## src/rtl/snoop_ctrl.sv

```systemverilog
module snoop_ctrl #(
  parameter int AW   = 16,
  parameter int DW   = 32,
  parameter int IDXW = 4,
  parameter int OFFW = 2
) (
  input  logic          clk,
  input  logic          rst_n,
  input  logic          snp_valid,
  input  logic          snp_write,
  input  logic [AW-1:0] snp_addr,
  input  logic [DW-1:0] snp_wdata,
  input  logic [1:0]    policy_sel,
  input  logic          wb_mode,
  input  logic          cpu_valid,
  input  logic          cpu_write,
  input  logic [AW-1:0] cpu_addr,
  input  logic [DW-1:0] cpu_wdata,
  output logic          cpu_ready,
  output logic          cpu_hit,
  output logic [DW-1:0] cpu_rdata,
  output logic          stall,
  output logic          inv_stb,
  output logic          upd_stb,
  output logic          dirty_hit
);
  localparam int LINES = 1 << IDXW;
  localparam int TAGW  = AW - IDXW - OFFW;

  typedef enum logic [1:0] {S_IDLE, S_CMP, S_ACT} st_t;

  st_t             st;
  logic [1:0]      pol_q;
  logic            wr_q;
  logic [IDXW-1:0] idx_q;
  logic [TAGW-1:0] tag_q;
  logic [DW-1:0]   data_q;

  logic            vld  [LINES];
  logic            drt  [LINES];
  logic [TAGW-1:0] tags [LINES];
  logic [DW-1:0]   words[LINES];

  logic [IDXW-1:0] cpu_idx;
  logic [TAGW-1:0] cpu_tag;
  logic            accept, snp_hit, cpu_wr;

  assign cpu_idx   = cpu_addr[OFFW +: IDXW];
  assign cpu_tag   = cpu_addr[AW-1 -: TAGW];
  assign stall     = (st != S_IDLE);
  assign cpu_ready = !stall;
  assign cpu_wr    = cpu_valid && cpu_write && cpu_ready;
  assign accept    = !stall && snp_valid && (snp_write || wb_mode);
  assign snp_hit   = vld[idx_q] && (tags[idx_q] == tag_q);
  assign inv_stb   = (st == S_ACT) && (pol_q != 2'b01);
  assign upd_stb   = (st == S_ACT) && (pol_q == 2'b01);
  assign dirty_hit = (st == S_CMP) && !wr_q && snp_hit && drt[idx_q];
  assign cpu_hit   = vld[cpu_idx] && (tags[cpu_idx] == cpu_tag);
  assign cpu_rdata = words[cpu_idx];

  always_ff @(posedge clk) begin
    if (!rst_n) begin
      st    <= S_IDLE;
      pol_q <= 2'b00;
      wr_q  <= 1'b0;
    end else begin
      case (st)
        S_IDLE: if (accept) begin
          pol_q <= policy_sel;
          wr_q  <= snp_write;
          st    <= (snp_write && policy_sel == 2'b10) ? S_ACT : S_CMP;
        end
        S_CMP:   st <= (wr_q && snp_hit) ? S_ACT : S_IDLE;
        default: st <= S_IDLE;
      endcase
    end
  end

  always_ff @(posedge clk) begin
    if (accept) begin
      idx_q  <= snp_addr[OFFW +: IDXW];
      tag_q  <= snp_addr[AW-1 -: TAGW];
      data_q <= snp_wdata;
    end
  end

  always_ff @(posedge clk) begin
    if (!rst_n) begin
      for (int i = 0; i < LINES; i++) begin
        vld[i] <= 1'b0;
        drt[i] <= 1'b0;
      end
    end else begin
      if (cpu_wr) begin
        vld[cpu_idx] <= 1'b1;
        drt[cpu_idx] <= wb_mode;
      end
      if (inv_stb) vld[idx_q] <= 1'b0;
    end
  end

  always_ff @(posedge clk) begin
    if (cpu_wr) begin
      tags[cpu_idx]  <= cpu_tag;
      words[cpu_idx] <= cpu_wdata;
    end
    if (upd_stb) words[idx_q] <= data_q;
  end
endmodule


```

## config.mk

```make
export PLATFORM = sky130hd
export DESIGN_NAME = snoop_ctrl
export DESIGN_NICKNAME = d
export VERILOG_FILES = /design/src/rtl/snoop_ctrl.sv
export SDC_FILE = /design/constraint.sdc
export NUM_CORES = 1
export LEC_CHECK = 0
export BUFFER_PORTS_ARGS = -buffer_cell sky130_fd_sc_hd__buf_2
export CORE_AREA = 2 2 241 243
export DETAILED_ROUTE_END_ITERATION = 10
export DIE_AREA = 0 0 243 245
export PLACE_DENSITY = 0.77
export SYNTH_ARGS = -nofsm -noshare
export SYNTH_HDL_FRONTEND = slang
export SYNTH_SLANG_ARGS = --single-unit
```

## constraint.sdc

```tcl
create_clock -name clk -period 3.4 [get_ports clk]
set_input_delay 0.34 -clock clk [delete_from_list [all_inputs] [get_ports clk]]
set_output_delay 0.34 -clock clk [all_outputs]
set_load 0.02 [all_outputs]
```

Yosys cells after proc, flatten, opt, wreduce, memory -nomap -nowiden
Memories as Yosys holds them, arrays and structs flattened. A register that Yosys moved wholly into a read port is not among the register bits.
Cells that the tools add are included.

storage, ports and cells
  flip-flop bits (word level) = 51
  bits in writable memories = 704
  bits of input ports = 105
  logic and storage cells = 70
  memories = 4

operators by class
  eq/ne operators = 8
  mux-type cells = 29
  reductions and logical operators = 23

memories
  name   depth  width  rd ports  clocked after Yosys merged registers in  wr ports  RTL line  source
  words  16     32     1         0                                        1         42        logic [DW-1:0] words[LINES];
  tags   16     10     2         1                                        1         41        logic [TAGW-1:0] tags [LINES];
  drt    16     1      1         1                                        16        40        logic drt [LINES];
  vld    16     1      2         1                                        16        39        logic vld [LINES];

operators with widths
  operator              count
  $mux W32              1
  $reduce_or A32 Y1     1
  $mux W4               7
  $eq A10 B10 Y1        2
  $mux W1               17
  $logic_and A1 B1 Y1   13
  $mux W2               3
  $eq A2 B1 Y1 const B  2
  $eq A2 B2 Y1 const B  2
  $pmux W2 S2           1
  $reduce_or A1 Y1      3
  $logic_not A1 Y1      2
  $logic_not A2 Y1      1
  $ne A2 B1 Y1 const B  1
  $ne A2 B2 Y1 const B  1
  $reduce_and A2 Y1     1
  $reduce_bool A2 Y1    1
  $logic_or A1 B1 Y1    1

Logic depth before layout (Yosys ltp)
Gate-level depths: netlist of the first run.

  depth after elaboration = 9
  mapped depth = 10
  depth with buffers taken out = 7

Worst setup path before layout of the first run
Ideal clock, no wire load.

  path kind = input -> register
  start = input port cpu_addr[2]
  end = memory words[4][0], enable pin
  arrival = 3.001 ns
  data required time = 2.979 ns
  slack = -0.023 ns
  stages on the path = 8
  cells stage by stage = buf_6 > buf_12 > buf_6 > buf_4 > or3_1 > clkbuf_1 > a21boi_0 > nor2_1

on the way
  cells in the longest elaborated chain, start to end = 1

RTL lines
  element                   RTL line  source
  start, declared           17        input logic [AW-1:0] cpu_addr,
  $mux W4 (no source line)  -
  end, declared             42

No other way between the ends.

==> results of run 1 <==
-- cells by family (layout without fill, tap and decap cells) --
kind of cell / after synthesis / count (layout) / share of synthesized area (%)
xor+xnor: 26 / 26 / 0.733
simple gates: 134 / 134 / 1.98
other cells: 0 / 1 / 0
buf+inv: 90 / 438 / 1.49
flops: 759 / 759 / 72.1
mux: 344 / 344 / 21.7
compound gates: 93 / 93 / 2.00
-- layout by cell type (no fill, tap or decap), types with 28 or more instances in the layout --
cell type      netlist  final
nand2_1             49     49
buf_4               13     77
mux2i_1             47     41
dfxtp_1             41     38
nor2_1              45     28
buf_2               19    132
mux2_2              38     38
mux4_2             256    256
edfxtp_1           718    718
dlygate4sd3_1        0     48
clkbuf_16            0     78
-- area by class of cell --
cell class	instances	area, um2	area share (%)
flip-flops and latches	759	22400	61.1
diodes	1	2.50	0.00683
multi-input cells	597	8410	22.9
clock buffers	93	2020	5.51
repair buffers	289	2270	6.20
clock inverters	51	589	1.61
inverters	5	18.8	0.0512
well taps	765	957	2.61
-- per-layer routing --
layer,vias up,wire length (um)
met5,-,13
li1,6689,-
met2,953,39600
met4,2,2890
met3,200,6940
met1,8503,26400
-- critical path, cell delays in order, from the launching register on --
cell and delay (ns):
dfxtp_4 0.47, buf_12 0.17, mux4_2 0.51, mux2i_2 0.22, xor2_1 0.21, nand4_1 0.17, nor3_2 0.20, nor2_1 0.06
and4bb_2 0.33, buf_6 0.13
-- cells in the mapped netlist (19+ instances only) --
cell	number	share of area, %
mux2_2	38	1.4
edfxtp_1	718	69
buf_2	19	0.31
nor2_1	45	0.54
a21boi_0	19	0.46
nand2_1	49	0.59
mux2i_1	47	1.5
dfxtp_1	41	2.6
xor2_1	21	0.59
clkbuf_1	38	0.46
mux4_2	256	19
o21ai_0	28	0.45
-- registers in the layout (all words and copies together) (netlist names), 2 cells and up, named ones only --
| register | cells |
|---|---|
| data_q | 32 |
| drt | 16 |
| idx_q | 4 |
| pol_q | 2 |
| st | 2 |
| tag_q | 10 |
| tags | 160 |
| vld | 16 |
| words | 512 |
-- timing repair --
item                                    4_1_cts  5_1_grt
pin swaps                                     6        8
endpoints found under the setup margin        1        2
cloned                                        1        0
resized for setup                            10       23
endpoints found under the hold margin        52        0
setup buffers                                11        4
hold buffers                                 48        0
-- report_power, final --
part	switching (mW)	total [mW]	internal (mW)
Sequential	0.0673	10.4	10.3
Clock	3.65	8.65	5.00
Combinational	0.788	1.48	0.689
Total	4.51	20.5	16.0
-- per-stage QoR --
stage                     hold WS (ns)  total power, mW
final                           0.0357             20.5
after floorplan                  0.439             11.5
after detailed placement         0.477             11.9
after CTS                       0.0307             20.6
after global routing            0.0669             21.1
after global placement           0.461             11.9
-- path summary, 6_finish.rpt --
check	from	endpoint	slack, ns	depth (start not counted)
worst max-delay path	register	dirty_hit	-0.04	9
worst min-delay path	snp_write	wr_q	0.04	3
worst max register to register	pol_q[0]	words[1][7]	0.44	6
worst min register to register	drt[10]	drt[10]	0.48	2
==> impl_metrics.toml, run 1 <==
[run_status]
run_status = "complete, but fails checks"
violated_checks = "setup timing"

[global_routing]
first_global_vias = 17200
grt_antenna_before_repair = 4
global_route.usage.total_pct = 25.8
met3_usage_pct = 6.00
grt-busiest-layer = "met2"
groute.layer.met2.usage_pct = 44.4
grt_use_met1_pct = 31.8
grt-ovfl-total = 0
maximum_number_of_pins_on_one_net_before_global_route_repair = 67
first_pass_grt_wire_length_mm = 111

[worst_setup_path]
setup.worst_path.start_class = "register"
criticalPathCategory = "reg -> out"
crit_path_end_kind = "output pin"
critical_path_required_ns = 3.06
arrival_ns = 3.10
timing.critical_path.fanout_max = 7

[yosys]
synth-async-reset-ratio_pct = 0
seq_area_frac_synth_pct = 72.1
unique_masters_post_synth = 48
post_syn_nets = 1551
ys_ff_latch = 759
netlist_area_mm2 = 0.0311
syn_inst = 1446
yosys_warnings = 0
post_synth.cell_area_avg_um2 = 21.5
synth-edff-count = 718
synth-main-ff-cell = "edfxtp_1"

[cells_and_area]
finalNetCount = 1834
final_util_pct = 64.3
share_of_layout_cells_above_drive_strength_1_pct = 38.5
final.fill_count = 3728
fin_cells = 2560
post-route-cell-area_mm2 = 0.0367
areaGrowthSynthToFinish_pct = 18.1

[sta]
timing.slew.headroom_pct = 23.4
min_period_ns = 3.44
tightestPinTransition_ns = 1.15
number_of_slew_limit_violations_in_the_final_report = 0
clock_skew_ns = 0.0418
fin_setup_tns_ns = -0.0412
layout_worst_path_cycle_share_pct = 101
setup_violations = 1
setup_ws_ns = -0.0412
clock.fmax_ghz = 0.291
hold_viol = 0
grt_setup_unrepaired = "true"

[drt]
via_count = 16300
wl_mm = 75.8
final_antenna_net_count = 0
viasPerCell = 6.39
drt_iter0_markers = 1820
tritonroute_pass_1_iters = 5
post-route-drc-count = 0
routed_wire_length_per_instance_um = 29.6

[power_and_ir_drop]
powerDensity_mw_per_mm2 = 560
leakage_nw = 12.0
vdd_ir_drop_max_mv = 0.654

[floorplan]
floorplan.die.height_um = 245
ios = 143
core_region_area_mm2 = 0.0570
die_outline_width_um = 243
die_area_mm2 = 0.0595
placement_rows = 88
initial_utilization_pct = 54.4

[clock_tree]
max-clock-path-buffers = 3
path_clk_slew_ns = 0.06
numCtsBuffers = 77
ctsHtreeMaxLevel = 3
clkLatencyLatePin_ns = 0.65
cts-root-buf = "clkbuf_16"
cts.sink_count = 759
tritoncts = "built"

[placed_design]
detailed_place_hpwl_mm = 41.5
place_congestion = 0.827
placed_area_mm2 = 0.0333
placedCellCount = 2351
port-buffer-count = 138
worst_case_setup_slack_after_placement_ns = 0.227

[job]
timing.max_cap.violations = 0

[worst_hold_path]
hold_path_class = "in -> reg"
Power figures use the tool's default switching activity.
==> inputs of run 2 (changes only) <==
- CORE_AREA: 2 2 241 243 -> 2 2 237 239
- CTS_BUF_LIST: unset -> sky130_fd_sc_hd__clkbuf_2 sky130_fd_sc_hd__clkbuf_4 sky130_fd_sc_hd__clkbuf_8
- DIE_AREA: 0 0 243 245 -> 0 0 239 241
- PLACE_DENSITY: 0.77 -> 0.79
- SKIP_CTS_REPAIR_TIMING: unset -> 1
==> run 2 against run 1 <==
The run still ends with setup timing left. Critical path depth is 1 higher. Power fell by 5.7%. Count of clock-buffer cells in the layout up 71. Register-to-register slack better by 0.22 ns. Clock skew fell by 0.0082 ns. Via count fell by 1.7%. Sequential power about the same. Largest power group unchanged. Die area fell by 3.3%. Critical endpoint unchanged. Sequential share of layout area increased by 0.66 points. Fmax down 5.3%. First-iteration DRC count down 5.2%. Final cell count fell by 0.12%.
==> impl_metrics.toml, run 2 (synthesis results as in run 1) <==
[global_routing]
first_global_vias = 16300
first_pass_grt_wire_length_mm = 102
maximum_number_of_pins_on_one_net_before_global_route_repair = 69
grt_antenna_before_repair = 4
global_route.usage.total_pct = 24.5
grt-ovfl-total = 0

[sta]
hold_viol = 0
hold_ws_ns = 0.0283
layout_worst_path_cycle_share_pct = 107
number_of_slew_limit_violations_in_the_final_report = 0
grt_setup_unrepaired = "true"
timing.slew.headroom_pct = 21.4
setup_violations = 2
clock.fmax_ghz = 0.275
tightestPinTransition_ns = 1.17
clock_skew_ns = 0.0336
setup_ws_ns = -0.233
min_period_ns = 3.63
fin_setup_tns_ns = -0.298

[floorplan]
initial_utilization_pct = 56.6
core_region_area_mm2 = 0.0549
die_outline_width_um = 239
floorplan.die.height_um = 241
die_area_mm2 = 0.0576
ios = 143
placement_rows = 86

[cells_and_area]
share_of_layout_cells_above_drive_strength_1_pct = 40.4
regMostFlops = "words"
final.fill_count = 3445
mostFrequentLayoutCells = "edfxtp_1 (718), mux4_2 (259), buf_2 (132)"
max_reg_flops = 512
largestRegisters = "words (512), tags (160), data_q (32)"
areaGrowthSynthToFinish_pct = 16.8
post-route-cell-area_mm2 = 0.0363
finalNetCount = 1860
final_common_cell = "edfxtp_1"
fin_cells = 2557
final_util_pct = 66.1

[clock_tree]
path_clk_slew_ns = 0.06
numCtsBuffers = 117
clkLatencyLatePin_ns = 0.72
max-clock-path-buffers = 3
cts.sink_count = 759
tritoncts = "built"
ctsHtreeMaxLevel = 3
cts-root-buf = "clkbuf_8"

[worst_setup_path]
arrival_ns = 3.29
crit_path_cell_trace = "buf_16 > buf_6 > buf_4 > mux4_2 > o2bb2ai_1 > o21ai_0 > o22ai_1 > nor4_2 > and4bb_2 > buf_6"
crit_path_end_kind = "output pin"
criticalPathCategory = "reg -> out"
setup.worst_path.start_class = "register"
path_common_cell = "buf_6"
timing.critical_path.slowest_cell_delay_ns = 0.50
timing.critical_path.fanout_max = 8
worst_path_max_delay_cell = "mux4_2"
critical_path_required_ns = 3.06

[worst_hold_path]
hold_path_class = "in -> reg"

[drt]
post-route-drc-count = 0
drt_iter0_markers = 1725
final_antenna_net_count = 0
wl_mm = 70.6
routed_wire_length_per_instance_um = 27.6
viasPerCell = 6.28
via_count = 16100
tritonroute_pass_1_iters = 5

[placed_design]
placed_area_mm2 = 0.0332
detailed_place_hpwl_mm = 39.9
worst_case_setup_slack_after_placement_ns = 0.178
placedCellCount = 2272
port-buffer-count = 138
place_congestion = 0.835

[power_and_ir_drop]
vdd_ir_drop_max_mv = 0.493
powerDensity_mw_per_mm2 = 534
leakage_nw = 11.9
fin_total_pwr_mw = 19.4

[job]
timing.max_cap.violations = 0

[run_status]
violated_checks = "setup timing"
run_status = "complete, but fails checks"
## run 2: changes by cell type in the layout (fill, tap and decap cells not counted), sizes merged
| cell | delta |
|---|---|
| buf | -16 |
| dlygate4sd3 | +1 |
| clkbuf | +72 |
| clkinv | +8 |
| bufinv | -6 |
| inv | -1 |
## run 2: worst max-delay path, delay by kind of cell, from the launching register on
kind	cells	cell delay [ns]
buf+inv	4	0.55
flops	1	0.42
compound gates	3	0.44
simple gates	2	0.67
mux	1	0.50
## run 2: report_power, final
group	switching, mW	leakage, nW	internal [mW]
registers	0.0566	6.82	10.3
logic	0.773	3.83	0.663
clock network	3.48	1.25	4.04
## run 2: layout make-up
cell class	instances	area, um2	area share (%)
Multi-Input combinational cell	597	8390	23.1
Clock inverter	52	362	0.997
Timing Repair Buffer	275	2230	6.14
Sequential cell	759	22400	61.7
Antenna cell	1	2.50	0.00690
Clock buffer	164	1990	5.50
Tap cell	704	881	2.43
Inverter	5	18.8	0.0518
## run 2: worst paths after layout
check	start	cells past startpoint	end	slack [ns]
worst max-delay path	register	10	dirty_hit	-0.23
worst max register to register	pol_q[0]	6	words[13][2]	0.66
worst min register to register	vld[1]	2	vld[1]	0.47
worst min-delay path	cpu_addr[7]	1	tags[15][1]	0.03
## run 2: routing by layer
| metal | global-route usage [%] | up-vias | wire [um] |
|---|---|---|---|
| met5 | 0 | - | 42 |
| met4 | 7.52 | 6 | 1640 |
| met3 | 5.58 | 130 | 6120 |
| met2 | 41.0 | 844 | 36300 |
| met1 | 32.5 | 8335 | 26500 |
| li1 | - | 6754 | - |
==> inputs of run 3 (changes only) <==
--- a/config.mk
+++ b/config.mk
@@ -8,7 +8,7 @@
 export BUFFER_PORTS_ARGS = -buffer_cell sky130_fd_sc_hd__buf_2
-export CORE_AREA = 2 2 237 239
+export CORE_AREA = 2 2 325 327
 export CTS_BUF_LIST = sky130_fd_sc_hd__clkbuf_2 sky130_fd_sc_hd__clkbuf_4 sky130_fd_sc_hd__clkbuf_8
 export DETAILED_ROUTE_END_ITERATION = 10
-export DIE_AREA = 0 0 239 241
-export PLACE_DENSITY = 0.79
+export DIE_AREA = 0 0 327 329
+export PLACE_DENSITY = 0.48
 export SKIP_CTS_REPAIR_TIMING = 1
==> constraint.sdc (replaced) <==
create_clock -name clk -period 3.4 [get_ports clk]
set_input_delay 0.68 -clock clk [delete_from_list [all_inputs] [get_ports clk]]
set_output_delay 0.68 -clock clk [all_outputs]
set_load 0.02 [all_outputs]
==> run 3 against run 2 <==
The run still ends with setup timing left. Non-clock buffer count grew 17. Die area grew 87%. Via count fell by 0.40%. Setup slack worse by 0.47 ns.
==> impl_metrics.toml, run 3 (synthesis results as in run 1) <==
[power_and_ir_drop]
fin_total_pwr_mw = 20.3
leakage_nw = 12.3
powerDensity_mw_per_mm2 = 539
vdd_ir_drop_max_mv = 0.329

[sta]
layout_worst_path_cycle_share_pct = 121
min_period_ns = 4.10
number_of_slew_limit_violations_in_the_final_report = 0
tightestPinTransition_ns = 1.16
hold_ws_ns = 0.0627
hold_viol = 0
setup_ws_ns = -0.705
clock_skew_ns = 0.0405
timing.slew.headroom_pct = 22.8
clock.fmax_ghz = 0.244
setup_violations = 3
grt_setup_unrepaired = "true"
fin_setup_tns_ns = -1.18

[worst_setup_path]
crit_path_cell_trace = "buf_12 > buf_4 > mux4_2 > mux2i_2 > xor2_1 > nand4_1 > nor3_4 > nor2_1 > and4bb_2 > buf_6"
crit_path_end_kind = "output pin"
worst_path_max_delay_cell = "mux4_2"
cp_top_family = "simple AND/OR/NAND/NOR gates"
timing.critical_path.slowest_cell_delay_ns = 0.52
arrival_ns = 3.42
setup.worst_path.start_class = "register"
critical_path_required_ns = 2.72
rr_startpoint = "pol_q[0]"
criticalPathCategory = "reg -> out"
timing.critical_path.buf_inv = 3
timing.critical_path.fanout_max = 13

[clock_tree]
max-clock-path-buffers = 3
tritoncts = "built"
numCtsBuffers = 136
ctsHtreeMaxLevel = 4
path_clk_slew_ns = 0.06
cts.sink_count = 759
clkLatencyLatePin_ns = 0.80
cts-root-buf = "clkbuf_8"

[worst_hold_path]
min-delay-start = "snp_wdata[25]"
hold_path_class = "in -> reg"

[floorplan]
die_area_mm2 = 0.108
placement_rows = 119
floorplan.die.height_um = 329
core_region_area_mm2 = 0.104
initial_utilization_pct = 29.8
die_outline_width_um = 327
ios = 143

[cells_and_area]
max_reg_flops = 512
final.fill_count = 9685
fin_cells = 3287
finalNetCount = 1896
post-route-cell-area_mm2 = 0.0377
regMostFlops = "words"
final_util_pct = 36.1
mostFrequentLayoutCells = "edfxtp_1 (718), mux4_2 (256), clkbuf_8 (139)"
areaGrowthSynthToFinish_pct = 21.3
share_of_layout_cells_above_drive_strength_1_pct = 43.9
final_common_cell = "edfxtp_1"
largestRegisters = "words (512), tags (160), data_q (32)"

[drt]
tritonroute_pass_1_iters = 5
routed_wire_length_per_instance_um = 25.9
wl_mm = 85.1
post-route-drc-count = 0
viasPerCell = 4.87
via_count = 16000
final_antenna_net_count = 0
drt_iter0_markers = 1216

[placed_design]
placed_area_mm2 = 0.0346
placedCellCount = 3024
port-buffer-count = 138
detailed_place_hpwl_mm = 49.5
place_congestion = 0.765
worst_case_setup_slack_after_placement_ns = -0.385

[global_routing]
grt-ovfl-total = 0
grt_antenna_before_repair = 5
first_pass_grt_wire_length_mm = 120
first_global_vias = 17100
global_route.usage.total_pct = 15.7
maximum_number_of_pins_on_one_net_before_global_route_repair = 57

[run_status]
violated_checks = "setup timing"
run_status = "complete, but fails checks"

[job]
timing.max_cap.violations = 0
==> run 3: layer usage <==
metal  GRT usage (%)  share of wire (%)
met1            20.4                 42
met2            26.1                 50
met3            3.31                5.5
met4            5.19                2.3
met5               0              0.034
==> run 3: path summary, 6_finish.rpt <==
path	end	slack (ns)	cells after the start
worst min-delay path	data_q[25]	0.06	1
worst max register to register	words[6][1]	0.44	6
worst min register to register	drt[10]	0.48	2
worst max-delay path	dirty_hit	-0.70	10
==> run 3: layout make-up <==
| class | count | area, um2 | share of cell area [%] |
|---|---|---|---|
| timing repair buffer | 292 | 2510 | 6.67 |
| clock buffer | 188 | 2270 | 6.04 |
| multi-input combinational | 597 | 8360 | 22.2 |
| sequential | 759 | 22400 | 59.5 |
| tap | 1391 | 1740 | 4.62 |
| inverter | 5 | 18.8 | 0.0498 |
| clock inverter | 54 | 359 | 0.954 |
| antenna | 1 | 2.50 | 0.00665 |
==> run 3: power breakdown <==
part / total, mW / switching, mW / leakage, nW / internal, mW
clock network: 8.37 / 3.86 / 1.39 / 4.51
registers: 10.4 / 0.0462 / 6.82 / 10.3
logic: 1.54 / 0.836 / 4.08 / 0.704
